<file path="src/rtl/fdt_pkg.sv">
package fdt_pkg;

  localparam int SEL_W  = 5;
  localparam int NUM_EV = 16;
  localparam int NFIFO  = 2;

  typedef logic [NUM_EV-1:0] ev_vec_t;

  typedef enum logic [3:0] {
    EV_NONE     = 4'h0,
    EV_DATA     = 4'h1,
    EV_SPACE    = 4'h2,
    EV_EMPTY    = 4'h3,
    EV_FULL     = 4'h4,
    EV_THR_WR   = 4'h5,
    EV_THR_RD   = 4'h6,
    EV_OP_RST   = 4'h7,
    EV_OP_DEALL = 4'h8,
    EV_OP_RETRY = 4'h9,
    EV_OP_DISC  = 4'hA,
    EV_OP_COMM  = 4'hB
  } ev_code_e;

endpackage

</file>
<file path="src/rtl/fdt_event_detect.sv">
module fdt_event_detect
  import fdt_pkg::*;
#(
  parameter int DEPTH = 8,
  parameter int LVL_W = 4
) (
  input  logic             clk,
  input  logic             rst,
  input  logic             rd,
  input  logic             wr,
  input  logic [LVL_W-1:0] level,
  input  logic [LVL_W-1:0] thresh,
  input  logic             empty,
  input  logic             full,
  input  logic             op_reset,
  input  logic             op_dealloc,
  input  logic             op_retry,
  input  logic             op_discard,
  input  logic             op_commit,
  output ev_vec_t          events
);

  logic           empty_q;
  logic           full_q;
  logic           empty_rise;
  logic           full_rise;
  logic [LVL_W:0] len_after;

  always_ff @(posedge clk) begin
    if (rst) begin
      empty_q <= 1'b0;
      full_q  <= 1'b0;
    end else begin
      empty_q <= empty;
      full_q  <= full;
    end
  end

  assign empty_rise = empty & ~empty_q;
  assign full_rise  = full & ~full_q;
  assign len_after  = {1'b0, level} + (LVL_W+1)'(wr) - (LVL_W+1)'(rd);

  always_comb begin
    events              = '0;
    events[EV_DATA]     = (rd && (level > LVL_W'(1))) || (wr && (level == '0));
    events[EV_SPACE]    = (wr && (level < LVL_W'(DEPTH-1))) || (rd && (level == LVL_W'(DEPTH)));
    events[EV_EMPTY]    = empty_rise;
    events[EV_FULL]     = full_rise;
    events[EV_THR_WR]   = wr && (len_after == {1'b0, thresh});
    events[EV_THR_RD]   = rd && (level == thresh);
    events[EV_OP_RST]   = op_reset;
    events[EV_OP_DEALL] = op_dealloc;
    events[EV_OP_RETRY] = op_retry;
    events[EV_OP_DISC]  = op_discard;
    events[EV_OP_COMM]  = op_commit;
  end


  empty_once_chk: assert property (@(posedge clk) disable iff (rst)
    events[EV_EMPTY] |=> !events[EV_EMPTY]);


  full_once_chk: assert property (@(posedge clk) disable iff (rst)
    events[EV_FULL] |=> !events[EV_FULL]);

endmodule

</file>
<file path="src/rtl/fdt_chan.sv">
module fdt_chan
  import fdt_pkg::*;
#(
  parameter int ADDR_W = 1,
  parameter int CH_IDX = 0
) (
  input  logic                  clk,
  input  logic                  rst,
  input  logic                  cfg_we,
  input  logic [ADDR_W-1:0]     cfg_addr,
  input  logic [7:0]            cfg_wdata,
  input  ev_vec_t [NFIFO-1:0]   evs,
  output logic [SEL_W-1:0]      sel_o,
  output logic                  trig_o
);

  logic [SEL_W-1:0] sel_q;
  logic             hit;
  logic             picked;

  assign hit    = cfg_we && (cfg_addr == ADDR_W'(CH_IDX));
  assign picked = evs[sel_q[SEL_W-1]][sel_q[SEL_W-2:0]];

  always_ff @(posedge clk) begin
    if (rst) begin
      sel_q  <= '0;
      trig_o <= 1'b0;
    end else begin
      if (hit) sel_q <= cfg_wdata[SEL_W-1:0];
      trig_o <= picked;
    end
  end

  assign sel_o = sel_q;


  never_code_chk: assert property (@(posedge clk) disable iff (rst)
    ((sel_q[3:0] == 4'h0) || (sel_q[3:0] >= 4'hC)) |=> !trig_o);


  sel_hold_chk: assert property (@(posedge clk) disable iff (rst)
    !(cfg_we && (cfg_addr == ADDR_W'(CH_IDX))) |=> $stable(sel_q));

endmodule

</file>
<file path="src/rtl/fifo_evt_trigsel.sv">
module fifo_evt_trigsel
  import fdt_pkg::*;
#(
  parameter  int DEPTH  = 8,
  parameter  int NCH    = 2,
  localparam int LVL_W  = $clog2(DEPTH+1),
  localparam int ADDR_W = (NCH > 1) ? $clog2(NCH) : 1
) (
  input  logic                        clk,
  input  logic                        rst,
  input  logic                        cfg_we,
  input  logic [ADDR_W-1:0]           cfg_addr,
  input  logic [7:0]                  cfg_wdata,
  output logic [7:0]                  cfg_rdata,
  input  logic [1:0]                  fifo_rd,
  input  logic [1:0]                  fifo_wr,
  input  logic [1:0][LVL_W-1:0]       fifo_level,
  input  logic [1:0][LVL_W-1:0]       fifo_thresh,
  input  logic [1:0]                  fifo_empty,
  input  logic [1:0]                  fifo_full,
  input  logic [1:0]                  op_reset,
  input  logic [1:0]                  op_dealloc,
  input  logic [1:0]                  op_retry,
  input  logic [1:0]                  op_discard,
  input  logic [1:0]                  op_commit,
  output logic [NCH-1:0]              dma_trig
);

  ev_vec_t [NFIFO-1:0] evs;
  logic [SEL_W-1:0]    sel_all [NCH];

  for (genvar f = 0; f < NFIFO; f++) begin : g_fifo
    fdt_event_detect #(.DEPTH(DEPTH), .LVL_W(LVL_W)) u_det (
      .clk        (clk),
      .rst        (rst),
      .rd         (fifo_rd[f]),
      .wr         (fifo_wr[f]),
      .level      (fifo_level[f]),
      .thresh     (fifo_thresh[f]),
      .empty      (fifo_empty[f]),
      .full       (fifo_full[f]),
      .op_reset   (op_reset[f]),
      .op_dealloc (op_dealloc[f]),
      .op_retry   (op_retry[f]),
      .op_discard (op_discard[f]),
      .op_commit  (op_commit[f]),
      .events     (evs[f])
    );
  end

  for (genvar c = 0; c < NCH; c++) begin : g_chan
    fdt_chan #(.ADDR_W(ADDR_W), .CH_IDX(c)) u_chan (
      .clk       (clk),
      .rst       (rst),
      .cfg_we    (cfg_we),
      .cfg_addr  (cfg_addr),
      .cfg_wdata (cfg_wdata),
      .evs       (evs),
      .sel_o     (sel_all[c]),
      .trig_o    (dma_trig[c])
    );
  end

  always_ff @(posedge clk) begin
    if (rst) begin
      cfg_rdata <= '0;
    end else if (int'(cfg_addr) < NCH) begin
      cfg_rdata <= {{(8-SEL_W){1'b0}}, sel_all[cfg_addr]};
    end else begin
      cfg_rdata <= '0;
    end
  end


  reset_quiet_chk: assert property (@(posedge clk)
    rst |=> (dma_trig == '0) && (cfg_rdata == '0));


  rdata_upper_chk: assert property (@(posedge clk) disable iff (rst)
    cfg_rdata[7:SEL_W] == '0);

endmodule

</file>
<file path="config.mk">
export PLATFORM = sky130hd
export DESIGN_NAME = fifo_evt_trigsel
export DESIGN_NICKNAME = d
export VERILOG_FILES = /design/src/rtl/fdt_pkg.sv /design/src/rtl/fdt_event_detect.sv /design/src/rtl/fdt_chan.sv /design/src/rtl/fifo_evt_trigsel.sv
export SDC_FILE = /design/constraint.sdc
export NUM_CORES = 1
export LEC_CHECK = 0
export BUFFER_PORTS_ARGS = -buffer_cell sky130_fd_sc_hd__clkbuf_2
export CORE_MARGIN = 4
export CORE_UTILIZATION = 55
export CTS_CLUSTER_DIAMETER = 60
export DETAILED_ROUTE_END_ITERATION = 10
export PLACE_DENSITY = 0.86
export SLEW_MARGIN = 20
export SYNTH_ARGS = -nofsm -noshare
export SYNTH_HDL_FRONTEND = slang
export SYNTH_SLANG_ARGS = --single-unit
</file>
<file path="constraint.sdc">
create_clock -name clk -period 4.1 [get_ports clk]
set_input_delay 0.205 -clock clk [delete_from_list [all_inputs] [get_ports clk]]
set_output_delay 0.205 -clock clk [all_outputs]
set_load 0.02 [all_outputs]
</file>
Yosys cells after proc, flatten, opt, wreduce, memory -nomap -nowiden
Index checks and enable logic that the tools add are counted.
{"block": "totals", "register_bits": 24, "latch_bits": 0, "ram_bits": 0, "rom_bits": 0, "inputBits": 46, "output_inout_bits": 10, "elab_cells": 70, "n_memories": 0}
{"block": "op_classes", "add_sub_neg": 4, "multipliers": 0, "n_div": 0, "magnitude_cmp": 9, "eq_ne": 6, "n_shift": 0, "muxes": 11, "bitwise": 10, "reduce_logical": 20}
{"cell": "2-to-1 mux 16 bit", "n": 2}
{"cell": "2-to-1 mux 12 bit", "n": 2}
{"cell": "2-to-1 mux 5 bit", "n": 3}
{"cell": "logical AND 1 bit", "n": 14}
{"cell": "adder 4 x 1 -> 5 bit", "n": 2}
{"cell": "equality test 5 x 4 -> 1 bit", "n": 2}
{"cell": "less-than comparator 4 x 5 -> 1 bit, second input constant", "n": 2}
{"cell": "subtractor 5 x 1 -> 5 bit", "n": 2}
{"cell": "binary-select mux 1 bit (select 4 bit)", "n": 2}
{"cell": "equality test 4 bit", "n": 2}
{"cell": "equality test 4 bit, second input constant", "n": 2}
{"cell": "greater-than comparator 4 x 1 -> 1 bit, second input constant", "n": 2}
{"cell": "zero test 4 bit", "n": 2}
{"cell": "less-than comparator 4 x 3 -> 1 bit, second input constant", "n": 2}
{"cell": "inverter 1 bit", "n": 5}
{"cell": "AND 1 bit", "n": 4}
{"cell": "logical OR 1 bit", "n": 4}
{"cell": "less-than comparator 1 x 2 -> 1 bit, second input constant", "n": 2}
{"cell": "greater-or-equal comparator 2 bit, second input constant", "n": 1}
{"cell": "2-to-1 mux 1 bit", "n": 2}
{"cell": "inverter 1 -> 2 bit", "n": 1}

Longest topological paths before layout
Gate-level depths: netlist (run 1).
{"block": "depth", "word_depth": 8, "ltp_mapped": 11, "mapped_depth_nobuf": 11}

Modules after synthesis
From an unflattened synthesis (run 1), not the netlist that was laid out.
{"block": "unflattened", "cells_unflattened": 225, "hier_area_um2": 2178.3}
{"module": "fdt_event_detect", "instances": 2, "cells_per_inst": 59, "area_per_inst_um2": 490.5, "seq_area_each_um2": 40.0}
{"module": "fdt_chan (g_chan[1].u_chan)", "instances": 1, "cells_per_inst": 45, "area_per_inst_um2": 498.0, "seq_area_each_um2": 120.1}
{"module": "fdt_chan (g_chan[0].u_chan)", "instances": 1, "cells_per_inst": 42, "area_per_inst_um2": 493.0, "seq_area_each_um2": 120.1}
{"module": "fifo_evt_trigsel", "instances": 1, "cells_per_inst": 20, "area_per_inst_um2": 206.4, "seq_area_each_um2": 100.1}

Least setup slack after synthesis (run 1)
OpenSTA, ideal clock, no wires.
{"block": "synth_path", "path_kind": "input port to flip-flop", "from": "in fifo_level[4] (netlist bit)", "to": "reg g_chan[0].u_chan.trig_o", "setup_time_ns": 0.088, "arrival_ns": 2.124, "required_ns": 4.012, "slack_ns": 1.888, "cell_stages": 11, "n_path_buf": 0, "cell_sequence": "inv_2 ha_1 inv_1 ha_1 fa_1 xor2_1 xnor2_1 nand4_1 nor4_1 o2111ai_1 a311oi_2"}
{"block": "synth_between", "elab_chain_len": 8, "word_cells_on_any_way": 20, "cone_classes": "add/sub: 2; order compare: 2; eq/ne: 3; mux: 4; reduce/logical: 9"}
{"item": "start, declared", "line_no": "fifo_evt_trigsel.sv:17", "rtl": "input logic [1:0][LVL_W-1:0] fifo_level,"}
{"item": "adder 4 x 1 -> 5 bit", "line_no": "fdt_event_detect.sv:41", "rtl": "assign len_after = {1'b0, level} + (LVL_W+1)'(wr) - (LVL_W+1)'(rd);"}
{"item": "subtractor 5 x 1 -> 5 bit", "line_no": "fdt_event_detect.sv:41"}
{"item": "equality test 5 x 4 -> 1 bit", "line_no": "fdt_event_detect.sv:49", "rtl": "events[EV_THR_WR] = wr && (len_after == {1'b0, thresh});"}
{"item": "logical AND 1 bit", "line_no": "fdt_event_detect.sv:49"}
{"item": "2-to-1 mux 12 bit (not written as such) *", "line_no": "fdt_chan.sv:22", "rtl": "assign picked = evs[sel_q[SEL_W-1]][sel_q[SEL_W-2:0]];"}
{"item": "2-to-1 mux 16 bit (not written as such) *", "line_no": "fdt_chan.sv:22"}
{"item": "binary-select mux 1 bit (select 4 bit) *", "line_no": "fdt_chan.sv:22"}
{"item": "2-to-1 mux 1 bit (not written as such) *", "line_no": "fdt_chan.sv:22"}
{"item": "end signal, assigned", "line_no": "fdt_chan.sv:30", "rtl": "trig_o <= picked;"}
{"item": "end, declared", "line_no": "fdt_chan.sv:14", "rtl": "output logic trig_o"}
Every way passes the cells marked *; elsewhere a longest branch is shown, timed or not. The select of a mux whose other input is x is not followed.
A chain may end at the register's enable or synchronous reset.

Worst setup path after layout (run 1)
Same ends and word-level chain as after synthesis.

==> metrics.md, run 1 <==
| Metric | Value |
|---|---|
| DPL Wire Length | `3.32 mm` |
| Max Root-Sink Buffers | `2` |
| Buf/Inv on CP | `3` |
| Crit-path cells | `clkbuf_2 -> inv_2 -> ha_1 -> inv_1 -> ha_1 -> fa_1 -> xor2_1 -> xnor2_1 -> nand4_1 -> nor4_1 -> o2111ai_1 -> a311oi_2` |
| Fin crit share | `56.6%` |
| Non-Filler Instances | `about 300` |
| Clock network fraction of design power | `20.6%` |
| Slew Viols, Final | `0` |
| Primary flip-flop cell chosen by synthesis mapping | `dfxtp_1` |
| PortBufs | `49` |
| Hold_buf cts | `0` |
| ANT cells | `0` |
| Leakage | `0.980 nW` |
| Top cells by area, synth | `dfxtp_1 22%, ha_1 9.3%, mux2i_1 8.5%` |
| Psw | `0.166 mW` |
| First-pass GRT wire length | `6.75 mm` |
| Mapped Area | `0.00189 mm^2` |
| Crit path max-delay family | `adder cells` |
| Worst Reg-to-Reg Cells | `5` |
| Sw Share | `33.4%` |
| PnR worst setup slack | `around 1.8 ns` |
| Count leader, synth | `dfxtp_1` |
| Max Cap Viol | `0` |
| DR WL/cell | `13.4 um` |
| Outcome | `finished clean` |
| Post-Synthesis Cells | `215` |
| Num CTS Buffers | `3` |
| DRT Wirelength | `4.03 mm` |
| Syn-to-layout area delta | `13.7%` |
| Fmax | `431 MHz` |
| Hold endpoint | `g_fifo[1].u_det.empty_q` |
| H-tree levels | `1` |
| Crit-path max cell delay | `0.41 ns` |
| Aggregate negative setup slack | `0 ns` |
| Dpl ws | `around 1.5 ns` |
| Nets | `318` |
| Cell with the largest stage delay on the worst path | `fa_1` |
| Vias in the first global route | `1,558` |
| Core box area | `0.00334 mm^2` |
| Overflow after GRT | `0` |
| GPL Wtd Cong | `0.854` |
| Startpoint Class | `primary input` |
| DRT antenna net count | `0` |
| Iteration-0 DRC Markers | `54` |
| Syn. warnings | `0` |
| Initial antenna violation count | `0` |
| Row count | `21` |
| Die height | `66.6 um` |
| Die Area | `0.00443 mm^2` |
| R2R Path End | `g_chan[1].u_chan.trig_o` |
| Placed cells | `297` |
| Max VDD drop | `approximately 0.26 mV` |
| Vias/cell | `5.54` |
| Post-synth top area cell | `dfxtp_1` |
| Starting density of the core | `56.6%` |
| Hold Violations, Final | `0` |
| Post-synth ARST share | `0%` |
| Critical-path maximum fanout | `5` |
| Die X | `66.6 um` |
| Worst-skew pair later-pin latency | `approximately 0.32 ns` |
| Power Density | `~230 mW/mm^2` |
| Worst Skew | `roughly 0.0019 ns` |
| Number of flops mapped to enable cells by yosys | `0` |
| Residual DRC count | `0` |
| RSZ-0062 raised after global routing | `no` |
| Critical Path AT | `2.56 ns` |
| Register-to-Register Setup Slack | `2.28 ns` |
| Final setup fails | `0` |
| Syn avg cell area | `between 8 and 9 um^2` |
| # IOs | `56` |
| Largest net degree at the start of global routing | `22` |
| Min cycle time layout | `between 2 and 2.5 ns` |
| Tightest Hold Check Type | `in2reg` |
| Gate power share | `between 30% and 40%` |
| Synth cell types | `between 40 and 50` |
| Power share of the sequential group | `45.4%` |
| Vias | `1,667` |
| Layout cell share with drive strength beyond 1 | `26.3%` |
| CP dominant cell by count | `ha_1` |
| Clk root buf | `clkbuf_4` |
| Total GRT Usage | `19.2%` |
| Pre-antenna DRT Iters | `4` |
| Critical Path RT | `4.33 ns` |
| CTS tree | `done` |
| CTS Sinks | `21` |
| Setup bufs post-CTS | `0` |
| Area share of the largest cell type after synthesis | `22.3%` |
| Post-layout util | `64.3%` |
| Sequential element share of the synthesized area | `~22%` |
| Internal power | `about 0.33 mW` |
| Crit Path Class | `in2reg` |
| Post-cts resize count | `0` |
| Hold depth | `2` |
| Commonest cells post-synth | `21 x dfxtp_1, 17 x inv_1, 16 x mux2i_1` |
| Min-delay src | `fifo_empty[1]` |
| Synthesized flop and latch total | `21` |
| CTS clk-pin slew, worst paths | `between 0.1 and 0.15 ns` |
| FF-to-FF Start | `g_chan[1].u_chan.sel_o[4]` |
| CP endpoint kind | `flip-flop` |
==> worst max path at each step <==
stage	endpoint	depth (start not counted)	slack (ns)	start
2_1_floorplan	g_chan[0].u_chan.trig_o	11	1.89	fifo_level[4]
3_3_place_gp	g_chan[0].u_chan.trig_o	12	1.52	fifo_level[4]
3_5_place_dp	g_chan[0].u_chan.trig_o	12	1.47	fifo_level[4]
4_1_cts	g_chan[0].u_chan.trig_o	12	1.78	fifo_level[4]
5_1_grt	g_chan[0].u_chan.trig_o	12	1.64	fifo_level[4]
6_report	g_chan[0].u_chan.trig_o	12	1.78	fifo_level[4]
==> cell type report <==
cell class / instances / area [um^2]
repair buffers: 49 / 245
multi-input cells: 163 / 1330
well taps: 46 / 57.6
clock buffers: 3 / 22.5
clock inverters: 1 / 5.00
flip-flops and latches: 21 / 420
fillers: 307 / 1190
inverters: 18 / 67.6
==> metal layers <==
layer	track usage [%]	share of wire, %	up-vias
met5	0	0	-
met3	3.04	5.9	8
li1	-	-	837
met1	24.4	43	774
met4	5.58	1.8	0
met2	33.3	50	48
==> sequential cells by signal, indices dropped and copies added (netlist names) <==
| name | flops |
|---|---|
| g_fifo.u_det.full_q | 2 |
| cfg_rdata | 5 |
| g_fifo.u_det.empty_q | 2 |
| g_chan.u_chan.trig_o | 2 |
| g_chan.u_chan.sel_o | 10 |
==> power groups by stage <==
stage	Combinational [mW]	Clock [mW]	Sequential, mW
finish	0.169	0.103	0.226
global route	0.187	0.114	0.228
CTS	0.169	0.103	0.226
detailed placement	0.168	0	0.231
global placement	0.163	0	0.230
floorplan	0.125	0	0.224
==> cells in the final DEF (no fill, tap or decap), types with 2 or more instances in the layout <==
master	Yosys	final
xnor2_1	9	9
nor4_1	2	2
nand2_1	10	10
o21ai_0	7	7
nand3b_1	2	2
fa_1	2	2
nor3_1	4	4
nor2_1	12	12
inv_1	17	17
and4bb_1	2	2
dfxtp_1	21	21
o2111ai_1	2	2
xor2_1	9	9
mux2i_1	16	16
o21a_1	2	2
o21bai_1	2	2
a21oi_1	15	15
ha_1	14	14
clkbuf_2	0	49
nand4_1	4	4
mux4_2	5	5
nand3_1	10	10
nand2b_1	8	8
conb_1	1	3
clkbuf_4	0	3
nor2b_1	5	5
==> cell families after synthesis <==
group           count (synthesis)  share of synthesized area, %
compound gates                 39                          15.2
xor+xnor                       18                          8.35
fa+ha+maj                      16                          11.4
buf+inv                        33                          7.82
flops                          21                          22.3
mux                            22                          15.0
other cells                     1                         0.199
simple gates                   65                          19.7
==> through the flow <==
stage                     hold slack, ns  total power, mW  area, um^2
final                              0.112            0.497        2150
after CTS                          0.116            0.498        2150
after detailed placement           0.447            0.399        2120
after floorplan                    0.277            0.349        1900
after global routing               0.123            0.529        2150
after global placement             0.434            0.393        2120
Power figures use the tool's default switching activity.
==> run 2, diff against run 1 <==
CORE_UTILIZATION = 47   (was 55)
PLACE_DENSITY = 0.79   (was 0.86)
clock period = 2.1 ns   (was 4.1 ns; I/O delays follow)
==> metrics.md, run 2 (synthesized netlist as in run 1, its figures left out) <==
| Metric | Value |
|---|---|
| Outcome | `finished clean` |
| Dpl ws | `-0.288 ns (-1.76 ns)` |
| Layout cell share with drive strength beyond 1 | `32.1% (+5.8 points)` |
| Critical Path RT | `2.28 ns (-2.05 ns)` |
| Die height | `71.4 um (+7.2%)` |
| DRT antenna net count | `0 (unchanged)` |
| Most frequent cells in the layout | `46 x clkbuf_2, 21 x dfxtp_1, 16 x mux2i_1, 15 x inv_1, 15 x a21oi_1` |
| Row count | `22 (+4.8%)` |
| Min cycle time layout | `2.08 ns` |
| Gate power share | `34.4% (+0.5 points)` |
| Vias | `1,695 (+1.7%)` |
| Overflow after GRT | `0 (unchanged)` |
| H-tree levels | `1 (unchanged)` |
| Nets | `325 (+2.2%)` |
| Internal power | `0.731 mW (+120%)` |
| Power share of the sequential group | `41.2% (-4.2 points)` |
| First-pass GRT wire length | `7.26 mm (+7.6%)` |
| Die Area | `0.00510 mm^2 (+15%)` |
| GPL Wtd Cong | `0.882 (+3.4%)` |
| Startpoint Class | `primary input` |
| DRT Wirelength | `4.45 mm (+10%)` |
| Iteration-0 DRC Markers | `83 (+54%)` |
| CTS tree | `done` |
| CP dominant cell by count | `o2111ai_2` |
| Critical Path AT | `2.26 ns (-0.30 ns)` |
| ANT cells | `0 (unchanged)` |
| CTS clk-pin slew, worst paths | `0.07 ns (-0.05 ns)` |
| Clk root buf | `clkbuf_8` |
| Commonest non-fill, non-tap cell in the layout | `clkbuf_2` |
| Cell with the largest stage delay on the worst path | `fa_1` |
| Fin crit share | `98.9%` |
| CTS Sinks | `21 (unchanged)` |
| Register-to-Register Setup Slack | `0.40 ns (-1.88 ns)` |
| Hold_buf cts | `0 (unchanged)` |
| Critical-path maximum fanout | `2 (-3)` |
| DPL Wire Length | `3.51 mm (+5.7%)` |
| Clock network fraction of design power | `24.4% (+3.8 points)` |
| DR WL/cell | `14.4 um (+7.3%)` |
| Max Cap Viol | `0 (unchanged)` |
| Initial antenna violation count | `0 (unchanged)` |
| Max Root-Sink Buffers | `2 (unchanged)` |
| Final setup fails | `0 (unchanged)` |
| Crit-path max cell delay | `0.47 ns (+0.06 ns)` |
| Vias/cell | `5.47 (-1.3%)` |
| Core box area | `0.00377 mm^2 (+13%)` |
| Fillers | `326 (+6.2%)` |
| Buf/Inv on CP | `2 (-1)` |
| Slew Viols, Final | `0 (unchanged)` |
| CP endpoint kind | `flip-flop` |
| Crit path max-delay family | `adder cells` |
| Sw Share | `31.8% (-1.6 points)` |
| Tightest Hold Check Type | `in2reg` |
| Num CTS Buffers | `3 (unchanged)` |
| Psw | `0.340 mW (+100%)` |
| Worst Skew | `0.00654 ns (+0.00463 ns)` |
| Total GRT Usage | `17.3% (-1.9 points)` |
| Crit Path Class | `in2reg` |
| Residual DRC count | `0 (unchanged)` |
| Largest net degree at the start of global routing | `22 (unchanged)` |
| Starting density of the core | `50.1% (-6.5 points)` |
| Max VDD drop | `0.471 mV (+84%)` |
| Die X | `71.4 um (+7.2%)` |
| Power Density | `463 mW/mm^2 (+100%)` |
| Final Hold Slack | `0.0774 ns (-0.0350 ns)` |
| Largest register FFs | `10 (unchanged)` |
| PortBufs | `49 (unchanged)` |
| Crit-path cells | `clkbuf_2 -> ha_4 -> inv_1 -> ha_2 -> fa_1 -> xor2_1 -> nor2_1 -> o2111ai_2 -> nor3_2 -> o2111ai_2 -> a311oi_2` |
| Worst-skew pair later-pin latency | `0.26 ns (-0.06 ns)` |
| Fmax | `481 MHz` |
| Hold Violations, Final | `0 (unchanged)` |
| Syn-to-layout area delta | `22.5%` |
| Leakage | `1.02 nW (+4.4%)` |
| RSZ-0062 raised after global routing | `yes` |
| Vias in the first global route | `1,633 (+4.8%)` |
| # IOs | `56 (unchanged)` |
| Pre-antenna DRT Iters | `4 (unchanged)` |
| PnR worst setup slack | `0.0227 ns (-1.75 ns)` |
run 2: changes by cell type in the layout (fill, tap and decap cells not counted), moves of 2 or more:
cell       previous run  this run
buf_4                 0         7
ha_1                 14        10
clkbuf_2             49        46
clkbuf_4              3         0
clkbuf_8              0         3
ha_4                  0         3
buf_6                 0         2
inv_1                17        15
o2111ai_1             2         0
o2111ai_2             0         2
run 2: power groups by stage:
stage / sequential (mW) / combinational (mW) / clock, mW
after detailed placement: 0.450 / 0.340 / 0
after floorplan: 0.437 / 0.245 / 0
final: 0.441 / 0.369 / 0.262
after CTS: 0.441 / 0.341 / 0.267
after global routing: 0.445 / 0.409 / 0.284
after global placement: 0.449 / 0.333 / 0
run 2: worst register-to-register path: cells and delay by family, from the launching register on:
kind            cells  cell delay (ns)
flops               1             0.60
mux                 1             0.47
compound gates      2             0.24
buf+inv             1             0.21
simple gates        1             0.11
run 2: through the flow:
| stage | area, um^2 | setup TNS [ns] | utilization [%] | cells | power, mW |
|---|---|---|---|---|---|
| after detailed placement | 2170 | -0.504 | 57.4 | 305 | 0.790 |
| after global routing | 2310 | -0.113 | 61.3 | 310 | 1.14 |
| after CTS | 2210 | 0 | 58.6 | 309 | 1.05 |
| after global placement | 2170 | -0.335 | 57.4 | 305 | 0.782 |
| after floorplan | 1900 | 0 | - | 217 | 0.682 |
| final | 2310 | 0 | 61.3 | 310 | 1.07 |
run 2: area by class of cell:
class | count | area, um^2 | share of cell area [%]
Multi-Input combinational cell | 163 | 1390 | 60.3
Inverter | 18 | 72.6 | 3.14
Sequential cell | 21 | 420 | 18.2
Tap cell | 48 | 60.1 | 2.60
Timing Repair Buffer | 56 | 320 | 13.9
Clock buffer | 4 | 45.0 | 1.95
run 2: worst paths after layout:
check                                                from  cells past startpoint                   endpoint
worst max-delay path                           fifo_rd[0]                     11    g_chan[0].u_chan.trig_o
worst min-delay path                         fifo_full[0]                      2     g_fifo[0].u_det.full_q
worst max register to register  g_chan[1].u_chan.sel_o[4]                      5    g_chan[1].u_chan.trig_o
worst min register to register  g_chan[1].u_chan.sel_o[3]                      2  g_chan[1].u_chan.sel_o[3]
run 2: what timing repair did:
action / CTS / global route
pin swaps: 1 / 15
endpoints found under the setup margin: 1 / 2
gates resized for setup: 0 / 21
buffers inserted: 0 / 1
run 2: routing by layer:
metal	vias up	share of wire [%]	global-route usage (%)
li1	855	-	-
met1	793	43	23.1
met2	43	50	28.4
met3	4	5.9	4.49
met4	0	0.70	3.55
met5	-	0	0
==> run 3, diff against run 2 <==
PLACE_DENSITY = 0.78   (was 0.79)
REMOVE_ABC_BUFFERS = 1   (was not set)
==> metrics.md, run 3 (synthesized netlist as in run 1, its figures left out) <==
| Metric | Value |
|---|---|
| Outcome | `finished, violations left` |
| Failing checks | `negative setup slack` |
| Vias/cell | `5.44 (-0.43%)` |
| Startpoint Class | `primary input` |
| Min cycle time layout | `2.19 ns (+0.109 ns)` |
| Crit Path Class | `in2reg` |
| Post-layout util | `63.5% (+2.2 points)` |
| Critical Path RT | `2.27 ns (about the same)` |
| DRT Wirelength | `4.63 mm (+3.9%)` |
| Core box area | `0.00377 mm^2 (unchanged)` |
| Register-to-Register Setup Slack | `0.42 ns (+0.02 ns)` |
| Die height | `71.4 um (unchanged)` |
| DRT antenna net count | `0 (unchanged)` |
| First-pass GRT wire length | `7.58 mm (+4.4%)` |
| RSZ-0062 raised after global routing | `yes` |
| CTS tree | `done` |
| Total power | `1.11 mW (+3.4%)` |
| Total GRT Usage | `18.1% (+0.78 points)` |
| Worst Skew | `0.00104 ns (-0.00550 ns)` |
| Fmax | `457 MHz (-5.0%)` |
| CP endpoint kind | `flip-flop` |
| CTS clk-pin slew, worst paths | `0.08 ns (about the same)` |
| Commonest non-fill, non-tap cell in the layout | `clkbuf_2` |
| Fin crit share | `104% (+5.2 points)` |
| Most frequent cells in the layout | `45 x clkbuf_2, 21 x dfxtp_1, 16 x mux2i_1, 14 x inv_1, 14 x a21oi_1` |
| Layout cell share with drive strength beyond 1 | `35.8% (+3.8 points)` |
| # IOs | `56 (unchanged)` |
| Overflow after GRT | `0 (unchanged)` |
| Vias in the first global route | `1,649 (+0.98%)` |
| Max Cap Viol | `0 (unchanged)` |
| Leakage | `1.05 nW (+3.0%)` |
| DPL Wire Length | `3.54 mm (+0.81%)` |
| Max VDD drop | `0.384 mV (-19%)` |
| Num CTS Buffers | `3 (unchanged)` |
| Pre-antenna DRT Iters | `4 (unchanged)` |
| Iteration-0 DRC Markers | `84 (+1.2%)` |
| Die X | `71.4 um (unchanged)` |
| Final Hold Slack | `0.0655 ns (-0.0119 ns)` |
| Power Density | `463 mW/mm^2 (-0.19%)` |
| Clk root buf | `clkbuf_8` |
| Nets | `328 (+0.92%)` |
| Die Area | `0.00510 mm^2 (unchanged)` |
| Initial antenna violation count | `0 (unchanged)` |
| Fillers | `328 (+0.61%)` |
| Syn-to-layout area delta | `26.8%` |
| Largest register FFs | `10 (unchanged)` |
| CTS Sinks | `21 (unchanged)` |
| Placed cells | `307 (+0.66%)` |
| GPL Wtd Cong | `0.857 (-2.8%)` |
| Non-Filler Instances | `313 (+0.97%)` |
| Starting density of the core | `50.1% (unchanged)` |
| DP Area | `0.00218 mm^2 (+0.69%)` |
| Area of the multi-input gates | `0.00144 mm^2 (+3.6%)` |
| H-tree levels | `1 (unchanged)` |
| Critical Path AT | `2.36 ns (+0.10 ns)` |
| Row count | `22 (unchanged)` |
| Tightest Hold Check Type | `in2reg` |
| FF+latch area | `420 um^2 (unchanged)` |
| ANT cells | `0 (unchanged)` |
| Final instance area | `0.00239 mm^2 (+3.6%)` |
| PortBufs | `49 (unchanged)` |
| Vias | `1,704 (+0.53%)` |
| Hold Violations, Final | `0 (unchanged)` |
| Critical-path maximum fanout | `2 (unchanged)` |
| DR WL/cell | `14.8 um (+2.9%)` |
| Residual DRC count | `0 (unchanged)` |
| Largest net degree at the start of global routing | `22 (unchanged)` |
| Worst-skew pair later-pin latency | `0.26 ns (about the same)` |
| Slew Viols, Final | `0 (unchanged)` |
| Final setup fails | `1 (+1)` |
| Max Root-Sink Buffers | `2 (unchanged)` |
| PnR worst setup slack | `-0.0865 ns (-0.109 ns)` |
## run 3: changes by cell type in the layout (fill, tap and decap cells not counted), sizes merged
cell,previous run,this run
buf,10,14
clkbuf,50,48
clkinvlp,0,1
## run 3: through the flow
step / setup TNS, ns / setup WS [ns]
after global routing: -0.165 / -0.154
after detailed placement: -0.679 / -0.362
after CTS: -0.0235 / -0.0235
after global placement: -0.451 / -0.254
final: -0.0865 / -0.0865
after floorplan: -0.00942 / -0.00942
## run 3: per-layer routing
metal / share of wire, % / up-vias / track usage (%) / wire length, um
met5: 0 / - / 0 / 0
met2: 49 / 57 / 29.3 / 2270
met4: 1.1 / 0 / 5.01 / 52
li1: - / 855 / - / -
met3: 6.6 / 7 / 2.95 / 307
met1: 43 / 785 / 24.9 / 2000
## run 3: worst paths after layout
path | startpoint | to | cells past startpoint
hold / removal | fifo_full[0] | g_fifo[0].u_det.full_q | 2
setup / recovery | fifo_level[4] | g_chan[0].u_chan.trig_o | 12
hold reg to reg | g_chan[1].u_chan.sel_o[3] | g_chan[1].u_chan.sel_o[3] | 2
setup reg to reg | g_chan[1].u_chan.sel_o[4] | g_chan[1].u_chan.trig_o | 5
## run 3: power by group
part,internal (mW),total [mW],switching (mW)
registers,0.417,0.440,0.0230
clock network,0.134,0.269,0.135
logic,0.195,0.399,0.204
total,0.746,1.11,0.361
## run 3: area by class of cell
| cell class | count | share of cell area [%] |
|---|---|---|
| Sequential cell | 21 | 17.6 |
| Multi-Input combinational cell | 163 | 60.3 |
| Timing Repair Buffer | 59 | 14.6 |
| Inverter | 18 | 3.03 |
| Clock inverter | 1 | 0.313 |
| Clock buffer | 3 | 1.72 |
| Tap cell | 48 | 2.51 |
## run 3: what timing repair did
action	in CTS	in global routing
setup endpoints to repair	2	2
hold buffers	0	0
setup buffers	0	2
resized for setup	2	30
pin swaps	3	17
hold endpoints to repair	0	0
## run 3: critical path: stages
cell       delay [ns]
buf_8            0.08
inv_4            0.03
ha_4             0.26
inv_4            0.03
ha_4             0.15
fa_2             0.38
xor2_2           0.16
xnor2_1          0.15
nand4_1          0.15
nor4_2           0.35
o2111ai_2        0.19
a311oi_2         0.31
